**config.mk**
```make
export PLATFORM = sky130hd
export DESIGN_NAME = gpio_irq_detect
export DESIGN_NICKNAME = d
export VERILOG_FILES = /design/src/rtl/gid_pkg.sv /design/src/rtl/gid_ctrl.sv /design/src/rtl/gid_pin_cell.sv /design/src/rtl/gid_datapath.sv /design/src/rtl/gpio_irq_detect.sv
export SDC_FILE = /design/constraint.sdc
export NUM_CORES = 1
export LEC_CHECK = 0
export BUFFER_PORTS_ARGS = -buffer_cell sky130_fd_sc_hd__clkbuf_2
export CAP_MARGIN = 20
export CORE_MARGIN = 5
export CORE_UTILIZATION = 61
export DETAILED_ROUTE_END_ITERATION = 6
export PLACE_DENSITY_LB_ADDON = 0.25
export SYNTH_ARGS = -nofsm -noshare
export SYNTH_HDL_FRONTEND = slang
export SYNTH_SLANG_ARGS = --single-unit
```
**constraint.sdc**
```tcl
create_clock -name clk -period 3.5 [get_ports clk]
set_input_delay 0.525 -clock clk [delete_from_list [all_inputs] [get_ports clk]]
set_output_delay 0.525 -clock clk [all_outputs]
set_load 0.02 [all_outputs]
```
**src/rtl/gid_pkg.sv**
```systemverilog
package gid_pkg;

  localparam int HALF_W = 16;

  typedef enum logic [2:0] {
    SEL_NONE,
    SEL_STAT,
    SEL_EN,
    SEL_TYPE,
    SEL_LVL,
    SEL_HOLD,
    SEL_FALL,
    SEL_RISE
  } regSel_e;

  typedef struct packed {
    logic              wrStb;
    logic              hiHalf;
    regSel_e           sel;
    logic [HALF_W-1:0] wrData;
  } busCmd_t;

endpackage

```
**src/rtl/gid_ctrl.sv**
```systemverilog
module gid_ctrl
  import gid_pkg::*;
#(
  parameter int ADDR_W = 6
) (
  input  logic [ADDR_W-1:0] busAddr,
  input  logic              busWrEn,
  input  logic [HALF_W-1:0] busWrData,
  output busCmd_t           cmd
);

  regSel_e selDec;

  always_comb begin
    selDec = SEL_NONE;
    if (busAddr[0] == 1'b0) begin
      case (busAddr[ADDR_W-1:2])
        4'd2:    selDec = SEL_STAT;
        4'd3:    selDec = SEL_EN;
        4'd4:    selDec = SEL_TYPE;
        4'd5:    selDec = SEL_LVL;
        4'd6:    selDec = SEL_HOLD;
        4'd8:    selDec = SEL_FALL;
        4'd9:    selDec = SEL_RISE;
        default: selDec = SEL_NONE;
      endcase
    end
  end

  always_comb begin
    cmd.sel    = selDec;
    cmd.hiHalf = busAddr[1];
    cmd.wrData = busWrData;
    cmd.wrStb  = busWrEn && (selDec != SEL_NONE);
  end

endmodule

```
**src/rtl/gid_pin_cell.sv**
```systemverilog
module gid_pin_cell (
  input  logic clk,
  input  logic rst_n,
  input  logic pinRaw,
  input  logic typeBit,
  input  logic actHigh,
  input  logic holdBit,
  input  logic riseQ,
  input  logic fallQ,
  input  logic clrReq,
  output logic pending
);

  logic syncA, syncB, prevB;
  logic riseEv, fallEv, edgeEv, lvlHit;

  always_ff @(posedge clk or negedge rst_n) begin
    if (!rst_n) begin
      syncA <= 1'b0;
      syncB <= 1'b0;
      prevB <= 1'b0;
    end else begin
      syncA <= pinRaw;
      syncB <= syncA;
      prevB <= syncB;
    end
  end

  always_comb begin
    riseEv = syncB & ~prevB & riseQ;
    fallEv = ~syncB & prevB & fallQ;
    edgeEv = riseEv | fallEv;
    lvlHit = (syncB == actHigh);
  end

  always_ff @(posedge clk or negedge rst_n) begin
    if (!rst_n) begin
      pending <= 1'b0;
    end else if (!typeBit) begin
      pending <= lvlHit;
    end else if (holdBit) begin
      pending <= edgeEv | (pending & ~clrReq);
    end else begin
      pending <= edgeEv;
    end
  end

  // a held event survives until cleared
  p_hold_sticky_r6: assert property (@(posedge clk) disable iff (!rst_n)
    (typeBit && holdBit && pending && !clrReq) |=> pending);

  // a fresh event beats a simultaneous clear
  p_event_wins_r7: assert property (@(posedge clk) disable iff (!rst_n)
    (typeBit && holdBit && edgeEv && clrReq) |=> pending);

  // pass-through edge status lasts one cycle only
  p_through_pulse_r8: assert property (@(posedge clk) disable iff (!rst_n)
    (typeBit && !holdBit && !edgeEv) |=> !pending);

  // no qualifier means no detection
  p_no_qual_r5: assert property (@(posedge clk) disable iff (!rst_n)
    (typeBit && !riseQ && !fallQ && !pending) |=> !pending);

  // level pins track the synchronised level whatever hold says
  p_level_track_r4: assert property (@(posedge clk) disable iff (!rst_n)
    (!typeBit && (syncB == actHigh)) |=> pending);

endmodule

```
**src/rtl/gid_datapath.sv**
```systemverilog
module gid_datapath
  import gid_pkg::*;
#(
  parameter int NUM_PINS = 32
) (
  input  logic                clk,
  input  logic                rst_n,
  input  busCmd_t             cmd,
  input  logic [NUM_PINS-1:0] pinIn,
  output logic [HALF_W-1:0]   rdData,
  output logic                irqOut
);

  localparam int NUM_HALVES = NUM_PINS / HALF_W;

  logic [NUM_PINS-1:0] enReg, typeReg, lvlReg, holdReg, fallReg, riseReg;
  logic [NUM_PINS-1:0] laneMask, wideData, clrVec, pendVec, rdVec;

  genvar h;
  generate
    for (h = 0; h < NUM_HALVES; h++) begin : g_lane
      assign laneMask[h*HALF_W +: HALF_W] = {HALF_W{cmd.hiHalf == h[0]}};
      assign wideData[h*HALF_W +: HALF_W] = cmd.wrData;
    end
  endgenerate

  function automatic logic [NUM_PINS-1:0] mergeHalf(
    input logic [NUM_PINS-1:0] oldVal,
    input logic [NUM_PINS-1:0] newVal,
    input logic [NUM_PINS-1:0] mask
  );
    return (oldVal & ~mask) | (newVal & mask);
  endfunction

  always_ff @(posedge clk or negedge rst_n) begin
    if (!rst_n) begin
      enReg   <= '0;
      typeReg <= '0;
      lvlReg  <= '0;
      holdReg <= '0;
      fallReg <= '0;
      riseReg <= '0;
    end else if (cmd.wrStb) begin
      case (cmd.sel)
        SEL_EN:   enReg   <= mergeHalf(enReg,   wideData, laneMask);
        SEL_TYPE: typeReg <= mergeHalf(typeReg, wideData, laneMask);
        SEL_LVL:  lvlReg  <= mergeHalf(lvlReg,  wideData, laneMask);
        SEL_HOLD: holdReg <= mergeHalf(holdReg, wideData, laneMask);
        SEL_FALL: fallReg <= mergeHalf(fallReg, wideData, laneMask);
        SEL_RISE: riseReg <= mergeHalf(riseReg, wideData, laneMask);
        default: ;
      endcase
    end
  end

  assign clrVec = (cmd.wrStb && cmd.sel == SEL_STAT) ? (wideData & laneMask) : '0;

  genvar p;
  generate
    for (p = 0; p < NUM_PINS; p++) begin : g_pin
      gid_pin_cell u_cell (
        .clk     (clk),
        .rst_n   (rst_n),
        .pinRaw  (pinIn[p]),
        .typeBit (typeReg[p]),
        .actHigh (lvlReg[p]),
        .holdBit (holdReg[p]),
        .riseQ   (riseReg[p]),
        .fallQ   (fallReg[p]),
        .clrReq  (clrVec[p]),
        .pending (pendVec[p])
      );
    end
  endgenerate

  always_comb begin
    case (cmd.sel)
      SEL_STAT: rdVec = pendVec;
      SEL_EN:   rdVec = enReg;
      SEL_TYPE: rdVec = typeReg;
      SEL_LVL:  rdVec = lvlReg;
      SEL_HOLD: rdVec = holdReg;
      SEL_FALL: rdVec = fallReg;
      SEL_RISE: rdVec = riseReg;
      default:  rdVec = '0;
    endcase
    rdData = cmd.hiHalf ? rdVec[NUM_PINS-1 -: HALF_W] : rdVec[HALF_W-1:0];
  end

  assign irqOut = |(pendVec & enReg);

  // the request needs a pending pin behind it
  p_irq_has_source_r9: assert property (@(posedge clk) disable iff (!rst_n)
    irqOut |-> (|pendVec));

endmodule

```
**src/rtl/gpio_irq_detect.sv**
```systemverilog
module gpio_irq_detect
  import gid_pkg::*;
#(
  parameter int ADDR_W = 6
) (
  input  logic              clk,
  input  logic              rst_n,
  input  logic [ADDR_W-1:0] busAddr,
  input  logic              busWrEn,
  input  logic [15:0]       busWrData,
  output logic [15:0]       busRdData,
  input  logic [31:0]       pinIn,
  output logic              irqOut
);

  localparam int NUM_PINS = 2 * HALF_W;

  busCmd_t cmd;

  gid_ctrl #(.ADDR_W(ADDR_W)) u_ctrl (
    .busAddr   (busAddr),
    .busWrEn   (busWrEn),
    .busWrData (busWrData),
    .cmd       (cmd)
  );

  gid_datapath #(.NUM_PINS(NUM_PINS)) u_dp (
    .clk    (clk),
    .rst_n  (rst_n),
    .cmd    (cmd),
    .pinIn  (pinIn),
    .rdData (busRdData),
    .irqOut (irqOut)
  );

endmodule

```
==> out/metrics.cfg <==
[cells_and_area]
drive_above_1_share_pct=32.5
final_core_util_pct=70.0
nFillCells=1595
seq_area_um2=8010
final_nets=1207
area_growth_pct=13.9
antenna_cells=0
multi_input_area_um2=5520
stdcell_area_um2=15700

[clocking]
cts-root-buf=clkbuf_16
clockBufferDepth=3
clkSinkCount=320
cts_tree=done
clkLatencyLatePin_ns=0.51
cts_setup_buffers=0
hold_buffers=0
post_cts_resized=0
clkTransAtPathRegs_ns=0.06
cts_max_level=2
numCtsBuffers=34

[yosys]
synth.avg_cell_area_um2=13.0
synth_area_um2=13800
yosysWarnings=0
ys.flop_type=dfrtp_1
yosysSeqAreaShare_pct=57.9
synth_cell_types=47
synth-seq-cells=320
synthCells=1060
synth_nets=1117
synth.most_common_cell=dfrtp_1
yosys-top-cells-area=dfrtp_1, mux2_2, a22oi_1, mux2i_1, o32a_1
synth_common_cells=dfrtp_1, mux2_2, nand2_1
synth_edf_count=0
synth_top_area_share_pct=57.9
synth_area_leader_cell=dfrtp_1
ys_async_sr_fraction_pct=100

[global_routing]
grt_start_max_net_pins=92
grt_usage_pct=28.7
antenna_found_initial=0
grt-ovfl-total=0
grt_first_pass_wirelength_um=57400
grt_pass1_vias=9886

[critical_path]
crit_required_ns=2.97
path_class=primary input to output pin
cpMaxStageDelayCell=or3b_1
cpPeakStageDelay_ns=0.54
cp_max_fo=19
crit_family=simple AND/OR/NAND/NOR gates
cp.arrival_ns=2.66
critPathLaunchType=primary input
path_buf_inv=3
worst_path_most_repeated_cell=clkbuf_2
end_kind=output pin
crit_chain=clkbuf_2, or3b_1, nor3_2, buf_4, a222oi_1, nor3b_1, a31oi_1, clkbuf_2

[detailed_routing]
ant_nets=0
via_per_inst=6.68
wl_um=36700
num_vias=9695
drc=0
drtIter0Drc=1179
avgRoutedWirePerCell_um=25.3
drt_first_pass_iters=7

[timing]
setup_viol=0
rsz0062_at_grt=no
fmax_mhz=314
maxSlewViolCount=0
worst_slew_margin_rel_pct=49.9
tns_ns=0
worst_pin_slew_ns=0.750
setup_ws_ns=0.317
hold_viol=0
worst_clock_skew_ns=0.00879
period_share_pct=90.9
min_period_ns=3.18

[run]
maxCapViolCount=0

[placement]
post-place-ws_ns=0.377
postPlaceCellArea_um2=14700
dpl.hpwl_um=23200
gp_congestion=0.885
portBuffers=73

[floorplanning]
die_w_um=161
start_util_pct=61.4
die-area_um2=25800
io_pins=74
core-area_um2=22500
die-height_um=161
rows=55

[pwr]
switching_share_pct=24.1
power.share.clock_pct=41.6
p_int_mw=6.53
cellLeakagePower_nw=7.34
peakVddDrop_uv=484
comb_power_share_pct=8.7
seqPwrFrac_pct=49.8
powerDensity_nw_per_um2=546
netSwitchingPower_mw=2.07

[run_status]
status=finished, final reports clean

[hold_path]
hold_path.class=primary input to async pin

-- metal layers --
layer / vias to the layer above / part of all wire [%] / track usage, %
met5: - / 0 / 0
li1: 4126 / - / -
met1: 4893 / 41 / 40.2
met4: 0 / 5.3 / 13.0
met3: 152 / 8.8 / 5.75
met2: 524 / 45 / 43.8
-- per-stage QoR --
| step | instances | hold WS [ns] | total power [mW] |
|---|---|---|---|
| after global placement | 1399 | 0.331 | 5.04 |
| final | 1452 | 0.00484 | 8.60 |
| after global routing | 1452 | 0.0446 | 8.92 |
| after CTS | 1452 | 0.0128 | 8.65 |
| after floorplan | 1060 | 0.229 | 4.72 |
| after detailed placement | 1399 | 0.335 | 5.07 |
-- placed cells by master, fill, tap and decap left out, drive strengths merged, types with 2 or more instances in the layout --
cell,count
dfrtp,320
mux2,200
clkbuf,120
nand2,86
a22oi,54
buf,47
o21ai,44
mux2i,36
a21oi,36
and3b,32
xnor2,32
o32a,32
and3,16
a221oi,13
a31oi,11
nor3b,8
nand3,8
nor2,8
o22ai,7
a222oi,6
inv,6
o2bb2ai,5
o221ai,5
and2,5
nand4,4
nor2b,3
bufinv,3
or4b,3
a32oi,2
nand2b,2
a22o,2
nor4,2
-- final timing paths --
| kind | start | to | slack, ns | cells after the start |
|---|---|---|---|---|
| worst max register to register | u_dp.g_pin[10].u_cell.syncB | u_dp.g_pin[10].u_cell.pending | 2.33 | 3 |
| worst min-delay path | rst_n | async pin | 0.005 | 1 |
| max in group asynchronous | rst_n | async pin | 2.52 | 2 |
| min in group clk | pinIn[22] | u_dp.g_pin[22].u_cell.syncA | 0.11 | 1 |
| worst max-delay path | busAddr[4] | busRdData[5] | 0.32 | 8 |
| worst min register to register | u_dp.g_pin[25].u_cell.syncA | u_dp.g_pin[25].u_cell.syncB | 0.34 | 0 |
-- cell type report --
type                       instances  share of cell area, %
multi-input combinational        670                   35.1
clock inverter                     5                  0.683
clock buffer                      48                   6.25
timing repair buffer             119                   4.74
inverter                           5                  0.119
sequential                       320                   50.9
tap                              285                   2.26
-- power by group through the flow --
| stage | sequential, mW | combinational [mW] | clock (mW) |
|---|---|---|---|
| final | 4.28 | 0.746 | 3.58 |
| after global placement | 4.32 | 0.717 | 0 |
| after detailed placement | 4.33 | 0.736 | 0 |
| after global routing | 4.31 | 0.820 | 3.80 |
| after floorplan | 4.23 | 0.493 | 0 |
| after CTS | 4.27 | 0.746 | 3.63 |
-- cell families (layout without fill, tap and decap cells) --
group,count (synthesis),count (layout),share of synthesized area (%)
DFF,320,320,57.9
muxes,236,236,18.9
AOI/OAI and AO/OA,221,221,11.5
and+or+nand+nor,181,181,7.44
buffers and inverters,70,177,2.17
xor gates and xnor gates,32,32,2.03
Note: power is estimated with default switching activity, not from simulation.
